`src/rtl/fpu_glue_pkg.sv`:
```
package fpu_glue_pkg;
  localparam int unsigned GLUE_ADDR_W   = 16;
  localparam int unsigned GLUE_DATA_W   = 8;
  localparam int unsigned GLUE_SYNC_LEN = 2;
  localparam logic [GLUE_ADDR_W-1:0] GLUE_CLR_PORT = 16'h00F0;

  // what one clocked cycle asks of the request flop
  typedef enum logic [1:0] {
    REQ_HOLD  = 2'd0,
    REQ_SET   = 2'd1,
    REQ_CLEAR = 2'd2
  } req_op_e;
endpackage

```
`src/rtl/fpu_err_sync.sv`:
```
module fpu_err_sync #(
  parameter int unsigned STAGES = fpu_glue_pkg::GLUE_SYNC_LEN
) (
  input  logic clk,
  input  logic rst,
  input  logic err_n_async,
  output logic err_lvl,   // active-high, synchronized
  output logic err_rise   // one cycle at start of assertion
);
  localparam int unsigned LAST = STAGES - 1;

  logic [STAGES-1:0] chain_q;
  logic              lvl_d_q;

  always_ff @(posedge clk) begin
    if (rst) chain_q[0] <= 1'b1;
    else     chain_q[0] <= err_n_async;
  end

  genvar g;
  generate
    for (g = 1; g < STAGES; g++) begin : g_stage
      always_ff @(posedge clk) begin
        if (rst) chain_q[g] <= 1'b1;
        else     chain_q[g] <= chain_q[g-1];
      end
    end
  endgenerate

  assign err_lvl = ~chain_q[LAST];

  always_ff @(posedge clk) begin
    if (rst) lvl_d_q <= 1'b0;
    else     lvl_d_q <= err_lvl;
  end

  assign err_rise = err_lvl & ~lvl_d_q;
endmodule

```
`src/rtl/fpu_port_decode.sv`:
```
module fpu_port_decode #(
  parameter int unsigned ADDR_W = fpu_glue_pkg::GLUE_ADDR_W,
  parameter int unsigned DATA_W = fpu_glue_pkg::GLUE_DATA_W,
  parameter logic [ADDR_W-1:0] CLR_PORT = ADDR_W'(fpu_glue_pkg::GLUE_CLR_PORT)
) (
  input  logic              io_wr,
  input  logic [ADDR_W-1:0] io_addr,
  input  logic [DATA_W-1:0] io_data,
  output logic              clr_hit
);
  logic data_unused;
  assign data_unused = ^io_data;
  assign clr_hit = io_wr && (io_addr == CLR_PORT);
endmodule

```
`src/rtl/fpu_req_latch.sv`:
```
module fpu_req_latch
  import fpu_glue_pkg::*;
(
  input  logic clk,
  input  logic rst,
  input  logic err_rise,
  input  logic clr_hit,
  output logic irq
);
  req_op_e op;
  logic    irq_q;

  // a new error edge outranks a clear in the same cycle
  always_comb begin
    if (err_rise)     op = REQ_SET;
    else if (clr_hit) op = REQ_CLEAR;
    else              op = REQ_HOLD;
  end

  always_ff @(posedge clk) begin
    if (rst) irq_q <= 1'b0;
    else begin
      unique case (op)
        REQ_SET:   irq_q <= 1'b1;
        REQ_CLEAR: irq_q <= 1'b0;
        default:   irq_q <= irq_q;
      endcase
    end
  end

  assign irq = irq_q;
endmodule

```
`src/rtl/fpu_ign_ctrl.sv`:
```
module fpu_ign_ctrl (
  input  logic clk,
  input  logic rst,
  input  logic err_lvl,
  input  logic clr_hit,
  output logic ign_n
);
  logic ign_n_q;

  always_ff @(posedge clk) begin
    if (rst)           ign_n_q <= 1'b1;
    else if (!err_lvl) ign_n_q <= 1'b1;  // error gone: release
    else if (clr_hit)  ign_n_q <= 1'b0;  // handler entered
  end

  assign ign_n = ign_n_q;
endmodule

```
`src/rtl/fpu_err_glue.sv`:
```
module fpu_err_glue #(
  parameter int unsigned ADDR_W    = fpu_glue_pkg::GLUE_ADDR_W,
  parameter int unsigned DATA_W    = fpu_glue_pkg::GLUE_DATA_W,
  parameter int unsigned SYNC_LEN  = fpu_glue_pkg::GLUE_SYNC_LEN,
  parameter logic [ADDR_W-1:0] CLR_PORT = ADDR_W'(fpu_glue_pkg::GLUE_CLR_PORT)
) (
  input  logic              clk,
  input  logic              rst,
  input  logic              err_n_i,
  input  logic [ADDR_W-1:0] io_addr_i,
  input  logic              io_wr_i,
  input  logic [DATA_W-1:0] io_data_i,
  output logic              irq_o,
  output logic              ign_n_o
);
  logic err_lvl;
  logic err_rise;
  logic clr_hit;

  fpu_err_sync #(.STAGES(SYNC_LEN)) u_sync (
    .clk         (clk),
    .rst         (rst),
    .err_n_async (err_n_i),
    .err_lvl     (err_lvl),
    .err_rise    (err_rise)
  );

  fpu_port_decode #(.ADDR_W(ADDR_W), .DATA_W(DATA_W), .CLR_PORT(CLR_PORT)) u_dec (
    .io_wr   (io_wr_i),
    .io_addr (io_addr_i),
    .io_data (io_data_i),
    .clr_hit (clr_hit)
  );

  fpu_req_latch u_req (
    .clk      (clk),
    .rst      (rst),
    .err_rise (err_rise),
    .clr_hit  (clr_hit),
    .irq      (irq_o)
  );

  fpu_ign_ctrl u_ign (
    .clk     (clk),
    .rst     (rst),
    .err_lvl (err_lvl),
    .clr_hit (clr_hit),
    .ign_n   (ign_n_o)
  );
endmodule

```
`config.mk`:
```
export PLATFORM = sky130hd
export DESIGN_NAME = fpu_err_glue
export DESIGN_NICKNAME = d
export VERILOG_FILES = /design/src/rtl/fpu_glue_pkg.sv /design/src/rtl/fpu_err_sync.sv /design/src/rtl/fpu_port_decode.sv /design/src/rtl/fpu_req_latch.sv /design/src/rtl/fpu_ign_ctrl.sv /design/src/rtl/fpu_err_glue.sv
export SDC_FILE = /design/constraint.sdc
export NUM_CORES = 1
export LEC_CHECK = 0
export ABC_AREA = 1
export BUFFER_PORTS_ARGS = -buffer_cell sky130_fd_sc_hd__buf_2
export CORE_AREA = 2 2 39 41
export DETAILED_ROUTE_END_ITERATION = 12
export DIE_AREA = 0 0 41 43
export PLACE_DENSITY = 0.49
export SYNTH_ARGS = -nofsm -noshare
export SYNTH_HDL_FRONTEND = slang
export SYNTH_SLANG_ARGS = --single-unit
```
`constraint.sdc`:
```
create_clock -name clk -period 1.4 [get_ports clk]
set_input_delay 0.28 -clock clk [delete_from_list [all_inputs] [get_ports clk]]
set_output_delay 0.28 -clock clk [all_outputs]
set_load 0.05 [all_outputs]
```
==> out/metrics.csv <==
stage,metric,value,unit
outcome,status,finished clean,
worst_setup_path,element type at the critical path start,flip-flop,
worst_setup_path,WP data required,1.12,ns
cells_and_area,area of the multi-input gates,109,µm²
min_path,HP Class,in2reg,
timing,Hold WS,0.215,ns
cells_and_area,final core utilization,26.9,%
cts,post-CTS setup buffer count,0,
cts,CTS tree,built,
worst_setup_path,critical path buffer and inverter count,1,
die,die width,41,µm
die,# rows,14,
power,pwr/cell area,981,mW/mm²
placement,port buffer count,21,
die,Die H,43,µm
synth,synthesized area per cell,6.88,µm²
worst_setup_path,WS Path Type,reg2out,
grt,Tot GR Track Use,7.84,%
cells_and_area,final std cells w/o fill,73,
timing,final setup vio count,0,
worst_setup_path,R2R setup slack,0.75,ns
timing,max-slew violations,0,
timing,fmax,908,MHz
cells_and_area,Total Nets Final,86,
timing,Fin Setup TNS,0,ns
detailed_routing,DRC viols,0,
worst_setup_path,Critical Path Fanout Max,2,
worst_setup_path,CP max stage cell,dfxtp_1,
timing,relative slew slack,83.6,%
cells_and_area,ratio of cells with drive above 1 in the final layout,49.1,%
power,Gate power share,13.1,%
synth,Synth area leader,dfxtp_1,
synth,Mapped Cells,32,
power,internal power,282,µW
synth,simple-gate area share of the yosys netlist,49.4,%
power,worst vdd ir,307,µV
synth,xor and xnor fraction of the mapped netlist area,0,%
synth,fraction of the yosys area taken by sequential cells,45.5,%
detailed_routing,DR WL/cell,6.42,µm
grt,largest net degree at the start of global routing,5,
detailed_routing,"wirelength, routed",469,µm
grt,GRT overflow,0,
cts,Inserted Clock Buffers,3,
detailed_routing,DRT antenna net count,0,
worst_setup_path,crit-path cells,buf_2,
die,Die ar.,0.00176,mm²
synth,post-synthesis cell area,220,µm²
cts,later-pin clock latency in the skew report,0.24,ns
timing,endpoints failing hold,0,
cts,CTS hold repair buffers,0,
worst_setup_path,"delay-heaviest family, CP",flip-flops,
worst_setup_path,WP depth,1,
synth,warnings from Yosys,0,
die,Initial Utilization,15.9,%
cells_and_area,Antenna diodes,0,
min_path,Hold Crit Depth,2,
power,Switching Share,22.7,%
worst_setup_path,R2R depth,2,
cts,root buffer cell,clkbuf_4,
detailed_routing,vias,264,
synth,adder-cell share of the synthesized area,0,%
worst_setup_path,arrival time worst endpoint,0.82,ns
timing,Clock Skew,0.00288,ns
timing,Tmin final,1.10,ns
cells_and_area,FILL cells,166,
grt,initial antenna violation count,0,
power,sequential share of power,41.0,%
synth,area share of the largest cell type after synthesis,45.5,%
cts,post_cts resized,0,
cts,clock tree buffer depth,2,
grt,first-pass GRT wire length,821,µm
worst_setup_path,Reg2Reg Capture Point,u_ign.ign_n$_SDFFE_PP1P_,
cts,# clock sinks,5,
grt,number of global-route vias before repair,229,
die,IO Pins,30,
cells_and_area,register area,100,µm²
die,Core Area,0.00138,mm²
worst_setup_path,Crit. End Element,output port,
cts,H-tree levels,1,
synth,Compound-Gate Fraction of Synth Area,0,%
timing,worst slew pin tran,0.248,ns
synth,Cell variety after synth,7,
cts,Worst-path clk slew,0.04,ns
synth,post-synth net total,60,
worst_setup_path,Crit Reg-Reg Startpoint,u_sync.chain_q[1]$_SDFF_PP1_,
power,Clk network pwr share,45.9,%
synth,largest cells by area after synthesis,"dfxtp_1 45%, nand2_1 17%, nor2_1 14%",
placement,dpl cells,69,
cells_and_area,P&R area growth vs syn,68.7,%
timing,RSZ-0062 raised after global routing,false,
placement,dpl hpwl,394,µm
placement,GP Congestion,0.526,
worst_setup_path,CP startpoint,u_ign.ign_n$_SDFFE_PP1P_,
placement,pre-CTS WS,0.440,ns
synth,mux share of post-synthesis cell area,0,%
timing,period utilization,78.7,%
detailed_routing,Pre-antenna DRT Iters,2,
power,Sw Pwr,82.8,µW
timing,Final Worst Setup Slack,0.298,ns
detailed_routing,drt first-iter violations,2,
synth,largest family of logic cells by synthesized area,simple AND/OR/NAND/NOR gates,
worst_setup_path,CP endpoint,ign_n_o,
worst_setup_path,Crit path largest cell delay,0.32,ns
run,Max Cap Viol,0,
detailed_routing,vias per inst,3.62,
power,Leak,0.000191,µW
synth,synthesized flop and latch total,5,
==> metal layers <==
layer	GRT usage (%)	wire length, µm	vias to the layer above
li1	-	-	144
met1	7.74	177	108
met2	9.38	252	12
met3	6.28	39	0
met4	8.00	0	0
met5	0	0	-
==> power groups by stage <==
| stage | registers, µW | logic (µW) | clock network (µW) |
|---|---|---|---|
| 4_1_cts | 149 | 48.4 | 178 |
| 3_3_place_gp | 152 | 46.8 | 0 |
| 6_report | 150 | 47.8 | 167 |
| 5_1_grt | 150 | 54.4 | 194 |
| 3_5_place_dp | 152 | 48.3 | 0 |
| 2_1_floorplan | 158 | 12.9 | 0 |
==> cells in the mapped netlist (all sizes together) <==
library cell  instances
nand2                10
nor2                 11
inv                   3
nand3                 1
dfxtp                 5
or2                   2
==> worst min-delay path by stage <==
stage,from,to,slack (ns)
after floorplan,rst,u_sync.lvl_d_q$_SDFF_PP0_,0.37
after global placement,u_sync.chain_q[0]$_SDFF_PP1_,u_sync.chain_q[1]$_SDFF_PP1_,0.38
after detailed placement,u_sync.chain_q[0]$_SDFF_PP1_,u_sync.chain_q[1]$_SDFF_PP1_,0.39
after CTS,err_n_i,u_sync.chain_q[0]$_SDFF_PP1_,0.21
after global routing,err_n_i,u_sync.chain_q[0]$_SDFF_PP1_,0.20
final,err_n_i,u_sync.chain_q[0]$_SDFF_PP1_,0.21
==> state kept, by name, summed over array words and instances, names as in the netlist <==
signal	cells
u_sync.chain_q	2
u_ign.ign_n	1
u_req.irq	1
u_sync.lvl_d_q	1
==> cell families after synthesis <==
family	after synthesis
AND/OR/NAND/NOR	24
buffers and inverters	3
flip-flops	5
==> stage by stage <==
step	instance area (µm²)	power, µW
global placement	345	199
finish	372	365
floorplan	220	171
detailed placement	345	200
CTS	372	376
global route	372	398
==> cell type report <==
type                            count  share of cell area [%]
Timing Repair Buffer               21                    28.3
Sequential cell                     5                    26.9
Tap cell                           16                    5.39
Multi-Input combinational cell     24                    29.3
Inverter                            3                    3.03
Clock buffer                        4                    7.07
==> cells in the final DEF, fill, tap and decap left out <==
master / n
clkbuf_4: 3
nor2_2: 3
or2_1: 2
nor2_1: 8
inv_1: 3
nand3_2: 1
dfxtp_1: 5
nand2_1: 10
buf_2: 21
clkbuf_1: 1
(Power assumes the default switching activity.)
